`src/rtl/prot_pkg.sv`:
```
package prot_pkg;

  localparam int STAT_W   = 8;
  localparam int LOCK_POS = 7;
  localparam int SPARE_POS = 4;
  localparam int LVL_LO   = 2;
  localparam int LVL_W    = 2;

  typedef enum logic [LVL_W-1:0] {
    LVL_NONE = 2'b00,
    LVL_QTR  = 2'b01,
    LVL_HALF = 2'b10,
    LVL_ALL  = 2'b11
  } prot_lvl_e;

  typedef enum logic [1:0] {
    REQ_NONE   = 2'b00,
    REQ_PROG   = 2'b01,
    REQ_SERASE = 2'b10,
    REQ_CHIP   = 2'b11
  } req_kind_e;

  typedef struct packed {
    logic      lock;
    logic      spare;
    prot_lvl_e lvl;
  } prot_fields_t;

  localparam prot_fields_t PROT_RST = '{lock: 1'b0, spare: 1'b0, lvl: LVL_ALL};

  function automatic logic [STAT_W-1:0] pack_status(input prot_fields_t f);
    logic [STAT_W-1:0] s;
    s = '0;
    s[LOCK_POS]                = f.lock;
    s[SPARE_POS]               = f.spare;
    s[LVL_LO +: LVL_W]         = f.lvl;
    return s;
  endfunction

  function automatic prot_fields_t unpack_status(input logic [STAT_W-1:0] s);
    prot_fields_t f;
    f.lock  = s[LOCK_POS];
    f.spare = s[SPARE_POS];
    f.lvl   = prot_lvl_e'(s[LVL_LO +: LVL_W]);
    return f;
  endfunction

endpackage

```
`src/rtl/prot_rst_sync.sv`:
```
module prot_rst_sync #(
  parameter int STAGES = 2
) (
  input  logic clk,
  input  logic rst_n_in,
  output logic rst_n_out
);

  logic [STAGES-1:0] sync_q;
  logic [STAGES-1:0] sync_d;

  always_comb begin
    sync_d = {sync_q[STAGES-2:0], 1'b1};
  end

  always_ff @(posedge clk or negedge rst_n_in) begin
    if (!rst_n_in) begin
      sync_q <= '0;
    end else begin
      sync_q <= sync_d;
    end
  end

  assign rst_n_out = sync_q[STAGES-1];

endmodule

```
`src/rtl/prot_status_reg.sv`:
```
module prot_status_reg
  import prot_pkg::*;
(
  input  logic              clk,
  input  logic              rst_n,
  input  logic              wp_n,
  input  logic              wr_req,
  input  logic [STAT_W-1:0] wr_data,
  output prot_fields_t      fields_q
);

  logic         wr_allow;
  logic         fields_en;
  prot_fields_t fields_d;
  logic         unused_wr_bits;

  // Lock only bites while the pin is held low.
  always_comb begin
    wr_allow  = wp_n | ~fields_q.lock;
    fields_en = wr_req & wr_allow;
    fields_d  = unpack_status(wr_data);
  end

  assign unused_wr_bits = ^{wr_data[6:5], wr_data[1:0]};

  always_ff @(posedge clk or negedge rst_n) begin
    if (!rst_n) begin
      fields_q <= PROT_RST;
    end else if (fields_en) begin
      fields_q <= fields_d;
    end
  end

  // accepted write lands next cycle
  p_write_lands_r3: assert property (@(posedge clk) disable iff (!rst_n)
    (wr_req && (wp_n || !fields_q.lock)) |=>
      (fields_q.lock == $past(wr_data[LOCK_POS]) &&
       fields_q.spare == $past(wr_data[SPARE_POS]) &&
       fields_q.lvl == $past(wr_data[LVL_LO +: LVL_W])));

  // no request, no change
  p_idle_hold_r3: assert property (@(posedge clk) disable iff (!rst_n)
    !wr_req |=> $stable(fields_q));

  // locked register frozen
  p_frozen_r4: assert property (@(posedge clk) disable iff (!rst_n)
    (wr_req && !wp_n && fields_q.lock) |=> $stable(fields_q));

endmodule

```
`src/rtl/prot_range_check.sv`:
```
module prot_range_check
  import prot_pkg::*;
(
  input  prot_lvl_e   lvl,
  input  logic [1:0]  addr_top,
  output logic        hit
);

  always_comb begin
    unique case (lvl)
      LVL_NONE: hit = 1'b0;
      LVL_QTR:  hit = &addr_top;
      LVL_HALF: hit = addr_top[1];
      LVL_ALL:  hit = 1'b1;
      default:  hit = 1'b1;
    endcase
  end

endmodule

```
`src/rtl/prot_req_gate.sv`:
```
module prot_req_gate
  import prot_pkg::*;
(
  input  logic      clk,
  input  logic      rst_n,
  input  prot_lvl_e lvl,
  input  logic      range_hit,
  input  logic      prog_req,
  input  logic      serase_req,
  input  logic      cerase_req,
  output logic      grant_q,
  output logic      deny_q
);

  req_kind_e kind;
  logic      grant_d;
  logic      deny_d;

  always_comb begin
    if (cerase_req) begin
      kind = REQ_CHIP;
    end else if (serase_req) begin
      kind = REQ_SERASE;
    end else if (prog_req) begin
      kind = REQ_PROG;
    end else begin
      kind = REQ_NONE;
    end
  end

  always_comb begin
    grant_d = 1'b0;
    deny_d  = 1'b0;
    unique case (kind)
      REQ_CHIP: begin
        grant_d = (lvl == LVL_NONE);
        deny_d  = (lvl != LVL_NONE);
      end
      REQ_SERASE, REQ_PROG: begin
        grant_d = ~range_hit;
        deny_d  = range_hit;
      end
      default: begin
        grant_d = 1'b0;
        deny_d  = 1'b0;
      end
    endcase
  end

  always_ff @(posedge clk or negedge rst_n) begin
    if (!rst_n) begin
      grant_q <= 1'b0;
      deny_q  <= 1'b0;
    end else begin
      grant_q <= grant_d;
      deny_q  <= deny_d;
    end
  end

  // never both
  p_excl_r7: assert property (@(posedge clk) disable iff (!rst_n)
    !(grant_q && deny_q));

  // quiet after an idle cycle
  p_idle_quiet_r11: assert property (@(posedge clk) disable iff (!rst_n)
    (!prog_req && !serase_req && !cerase_req) |=> (!grant_q && !deny_q));

  // chip erase refused while any level is set
  p_chip_deny_r8: assert property (@(posedge clk) disable iff (!rst_n)
    (cerase_req && lvl != LVL_NONE) |=> deny_q);

endmodule

```
`src/rtl/flash_prot_ctrl.sv`:
```
module flash_prot_ctrl
  import prot_pkg::*;
#(
  parameter int AW         = 16,
  parameter int RST_STAGES = 2
) (
  input  logic              clk,
  input  logic              rst_n,
  input  logic              wp_n,
  input  logic              wrsr_req,
  input  logic [STAT_W-1:0] wrsr_data,
  input  logic              prog_req,
  input  logic              serase_req,
  input  logic              cerase_req,
  input  logic [AW-1:0]     req_addr,
  output logic [STAT_W-1:0] status_q,
  output logic              grant,
  output logic              deny
);

  localparam int TOP_HI = AW - 1;
  localparam int TOP_LO = AW - 2;

  logic         rst_int_n;
  prot_fields_t fields;
  logic [1:0]   addr_top;
  logic         range_hit;
  logic         unused_addr;

  assign addr_top    = req_addr[TOP_HI:TOP_LO];
  assign unused_addr = ^req_addr[TOP_LO-1:0];

  prot_rst_sync #(.STAGES(RST_STAGES)) u_rst_sync (
    .clk       (clk),
    .rst_n_in  (rst_n),
    .rst_n_out (rst_int_n)
  );

  prot_status_reg u_status (
    .clk      (clk),
    .rst_n    (rst_int_n),
    .wp_n     (wp_n),
    .wr_req   (wrsr_req),
    .wr_data  (wrsr_data),
    .fields_q (fields)
  );

  prot_range_check u_range (
    .lvl      (fields.lvl),
    .addr_top (addr_top),
    .hit      (range_hit)
  );

  prot_req_gate u_gate (
    .clk        (clk),
    .rst_n      (rst_int_n),
    .lvl        (fields.lvl),
    .range_hit  (range_hit),
    .prog_req   (prog_req),
    .serase_req (serase_req),
    .cerase_req (cerase_req),
    .grant_q    (grant),
    .deny_q     (deny)
  );

  assign status_q = pack_status(fields);

  // full level refuses any lone program request
  p_full_deny_r6: assert property (@(posedge clk) disable iff (!rst_int_n)
    (prog_req && !cerase_req && status_q[LVL_LO +: LVL_W] == 2'b11) |=> deny);

  // level none grants any lone program request
  p_none_grant_r6: assert property (@(posedge clk) disable iff (!rst_int_n)
    (prog_req && !cerase_req && status_q[LVL_LO +: LVL_W] == 2'b00) |=> grant);

endmodule

```
`config.mk`:
```
export PLATFORM = sky130hd
export DESIGN_NAME = flash_prot_ctrl
export DESIGN_NICKNAME = d
export VERILOG_FILES = /design/src/rtl/prot_pkg.sv /design/src/rtl/prot_rst_sync.sv /design/src/rtl/prot_status_reg.sv /design/src/rtl/prot_range_check.sv /design/src/rtl/prot_req_gate.sv /design/src/rtl/flash_prot_ctrl.sv
export SDC_FILE = /design/constraint.sdc
export NUM_CORES = 1
export LEC_CHECK = 0
export BUFFER_PORTS_ARGS = -buffer_cell sky130_fd_sc_hd__buf_4
export CORE_UTILIZATION = 31
export DETAILED_ROUTE_END_ITERATION = 10
export HOLD_SLACK_MARGIN = 0.03
export PLACE_DENSITY = 0.73
export SLEW_MARGIN = 20
export SYNTH_ARGS = -nofsm -noshare
export SYNTH_HDL_FRONTEND = slang
export SYNTH_SLANG_ARGS = --single-unit
```
`constraint.sdc`:
```
create_clock -name clk -period 0.8 [get_ports clk]
set_input_delay 0.12 -clock clk [delete_from_list [all_inputs] [get_ports clk]]
set_output_delay 0.12 -clock clk [all_outputs]
set_load 0.1 [all_outputs]
```
* Yosys cells after proc, flatten, opt, wreduce, memory -nomap -nowiden
Cells that the tools add are included.
Word-level totals: register bits 8, input port bits 31, word-level logic and storage cells 26
Operators by class: equality and inequality tests 6, muxes and demuxes 6, bitwise operators 4, reduce and logical (&&, ||, !) cells 4
Operators with widths (count):
- 2-bit equality test (second input constant) | 4
- 2-bit by 1-bit equality test with 1-bit output (second input constant) | 2
- 2-bit two-way mux | 2
- 1-bit one-hot mux with 2 select lines | 2
- 1-bit one-hot mux with 4 select lines | 1
- 2-bit logical NOT | 1
- 1-bit inverter | 2
- 2-bit AND reduction | 1
- 2-bit nonzero test | 1
- 2-bit OR reduction | 1
- 1-bit AND | 1
- 1-bit two-way mux | 1
- 1-bit bitwise OR | 1

* Longest topological paths before layout
depth after elaboration 6, depth in mapped cells 6, depth with buffers taken out 6

* Cells and area by module
Synthesis repeated with hierarchy kept, for this count alone.
Second synthesis, totals: cells, all modules 37, area, all modules 397.9 µm²
Modules (own cells, without submodules):
- prot_status_reg | times used 1, cells an instance 11, area each 161.4 µm², sequential area each 102.6 µm²
- prot_req_gate | times used 1, cells an instance 15, area each 135.1 µm², sequential area each 50.0 µm²
- prot_rst_sync | times used 1, cells an instance 3, area each 53.8 µm², sequential area each 50.0 µm²
- flash_prot_ctrl | times used 1, cells an instance 5, area each 33.8 µm², sequential area each 0.0 µm²
- prot_range_check | times used 1, cells an instance 3, area each 13.8 µm², sequential area each 0.0 µm²

* Least setup slack after synthesis
OpenSTA, ideal clock, no wires.
path kind register to register, start register u_status.fields_q[3] in the netlist's numbering, end register u_status.fields_q[2] in the netlist's numbering, library setup time 0.126 ns, arrival time 1.591 ns, slack -0.917 ns, stages on the path, launching flop included 4, clock period less this slack 1.717 ns, cells stage by stage dfrtp_1 -> inv_1 -> o21ai_2 -> mux2_2
Between the ends: cells in the longest elaborated chain, start to end 3
Ends and longest elaborated chain:
- start: declaration | line prot_status_reg.sv:9 | output prot_fields_t fields_q
- start signal: assignment | line prot_status_reg.sv:30 | fields_q <= fields_d;
- 1-bit inverter | line prot_status_reg.sv:19 | wr_allow = wp_n | ~fields_q.lock;
- 1-bit bitwise OR | line prot_status_reg.sv:19
- 1-bit AND | line prot_status_reg.sv:20 | fields_en = wr_req & wr_allow;
Every way passes these cells. A chain may end at the register's enable or synchronous reset.

* Worst setup path in the final report
start register u_status.fields_q[1] in the netlist's numbering, end output port status_q[3]
RTL lines:
- end: declaration | line flash_prot_ctrl.sv:16 | output logic [STAT_W-1:0] status_q,
No word-level cell between the ends.

==> run metrics <==
status finished, violations left; failing checks setup timing; worst reg2reg setup slack -350 ps; Power Total 0.00178 W; critical path class reg -> out; min Tclk post-route 1200 ps; RSZ-0062 raised after global routing true; Die Wd 38.3 µm; CP peak stage delay 650 ps; cell depth of the worst setup path 1; die area 0.00147 mm²; Cells after Synth 38; Reg clk slew, reported paths 60 ps; non-filler cells, final 78; commonest non-fill, non-tap cell in the layout buf_4; Hold Violations, Final 0; post-synth top area share between 30 and 40%; sw frac 43.0%; Max VDD drop 1.54 mV; total CTS buffers 3; hold_ws 83.8 ps; HP Class reg -> async; yosys warns 0; clk buf depth 2; mux cell area share after synthesis 8.26%; share of cells above drive strength 1 between 50 and 60%; Simple-Gate Fraction of Synth Area 7.95%; post-synthesis cell type count 20; Logic pwr share roughly 51%; grt ovf 0; fmax between 0.8 and 0.9 GHz; DRT iter0 DRCs 4; Worst EP required roughly 700 ps; PD cells 2450 mW/mm²; CP startpoint kind register; Clock power frac between 15 and 20%; max-slew violations 0; Antenna Nets Post-Route 0; post-synthesis sequential area ratio 49.5%; R2R depth 4; first-pass GRT wire length about 1500 µm; Antenna Cells 0; Pleak 0.367 nW; cell area after synthesis 409 µm²; Critical Path Fanout Max 5; antenna violations before repair 0; CTS sink count 8; largest family of logic cells by synthesized area compound AO/OA/AOI/OAI gates; Syn-to-layout area delta 77.1%; Die Ht 38.3 µm; final worst slack -400 ps; Buffers & Inverters on Critical Path 1; CP Cell Sequence buf_12; slowest stage cell, crit path dfstp_4; CP Data Arrival Time 1080 ps; CTS tree yes; Int Power between 0.001 and 0.0015 W; Yosys reg bits 8; drt total wl 958 µm; setup violators final 12; core area 0.00117 mm²; fillcell total 95; placed wire-length estimate 674 µm; DP Cell Count 70; top cell family by delay on the critical path flip-flops; vias 348; fin crit share 150%; Post-Synth Adder-Cell Area 6.12%; Worst-Skew Late Latency 250 ps; CP Capture Type primary output; Port Buf Inserts 18; largest net degree at the start of global routing 7; average size of a mapped cell 10.8 µm²; worst r2r dst u_gate.deny_q; Sequential Power Share 30.9%; max-cap viol count 0; IO Pins 41; crit path from u_status.fields_q[1]; drt wl/cell 12.3 µm; vias per cell 4.46; GP Congestion between 0.6 and 0.7; Starting Density 34.9%; ranking of synthesized cells by area dfrtp_1 (37%), dfstp_2 (13%), mux2_2 (8.3%), buf_4 (7.3%), ha_1 (6.1%); Synth Area in Compound Gates 14.4%; All-Layer GR Usage 15.8%; site row count 12; Post-route DRC 0; CTS Root Cell clkbuf_4; post-synth top area cell dfrtp_1; DR pass1 iterations 4; end-of-flow core utilization between 60 and 70%; commonest non-fill, non-tap cells in the layout buf_4 (14), conb_1 (5), buf_12 (5), inv_1 (4); Post-Synth XOR/XNOR Area 0%; Max H-tree Level 1; Net Switching 0.000764 W; Nets around 100; worst reg2reg startpoint u_status.fields_q[1]; vias in the first global route 316; Clock Skew 10.2 ps
==> repair_timing <==
item	CTS	global route
buffers inserted	2	1
pin swaps	2	1
gates resized for setup	18	2
setup endpoints to repair	12	12
cloned	0	0
hold buffers	1	0
hold endpoints to repair	2	0
==> power groups by stage <==
| stage | combinational (W) | clock (W) | sequential (W) |
|---|---|---|---|
| after floorplan | 0.000205 | 0 | 0.000900 |
| after global placement | 0.000707 | 0 | 0.000541 |
| after detailed placement | 0.000716 | 0 | 0.000543 |
| after CTS | 0.000872 | 0.000336 | 0.000543 |
| after global routing | 0.000933 | 0.000357 | 0.000557 |
| final | 0.000905 | 0.000322 | 0.000550 |
==> through the flow <==
stage | instance area (µm²) | setup slack (ps) | setup TNS, ps
finish | 724 | -400 | -3050
CTS | 708 | -408 | -3120
detailed placement | 581 | -386 | -2140
global placement | 581 | -361 | -2030
global route | 724 | -428 | -3390
floorplan | 450 | -457 | -2690
==> synth_stat cells <==
cell,n
conb_1,2
a22o_1,1
dfstp_2,2
nand3_1,1
mux2_2,3
ha_1,2
nand4b_1,1
buf_4,4
a21o_1,2
nand2_1,1
dfrtp_1,6
o21ai_2,1
nor2_1,1
o21ai_0,1
nor3_1,1
or2_2,1
o41ai_1,1
a21oi_1,1
inv_1,5
o21a_1,1
==> logic make-up (layout without fill, tap and decap cells) <==
logic type               after synthesis  after routing
adder cells (fa/ha/maj)                2              2
flip-flops                             8              8
AO/OA/AOI/OAI                          8              8
other                                  2              5
multiplexers                           3              3
AND/OR/NAND/NOR                        6              6
buffers and inverters                  9             32
==> layer usage <==
layer	vias up	track usage [%]	part of all wire, %
met3	0	6.98	6.2
met5	-	0	0
met2	16	27.5	55
met4	0	5.17	0
li1	171	-	-
met1	161	16.8	39
==> area by class of cell <==
type / count / area [µm²] / area share (%)
repair buffers: 23 / 249 / 34.4
flip-flops and latches: 8 / 216 / 29.9
multi-input cells: 24 / 196 / 27.1
clock buffers: 4 / 26.3 / 3.63
inverters: 5 / 18.8 / 2.59
well taps: 14 / 17.5 / 2.42
==> how the worst max path moves through the flow <==
stage / slack, ps / end
after floorplan: -460 / u_status.fields_q[2]
after global placement: -360 / u_gate.deny_q
after detailed placement: -390 / u_gate.deny_q
after CTS: -410 / status_q[3]
after global routing: -430 / status_q[3]
final: -400 / status_q[3]
==> state kept, by name (all words and copies together), names as in the netlist <==
signal	cells
u_gate.deny_q	1
u_gate.grant_q	1
u_rst_sync.sync_q	2
u_status.fields_q	4
Power figures use the tool's default switching activity.
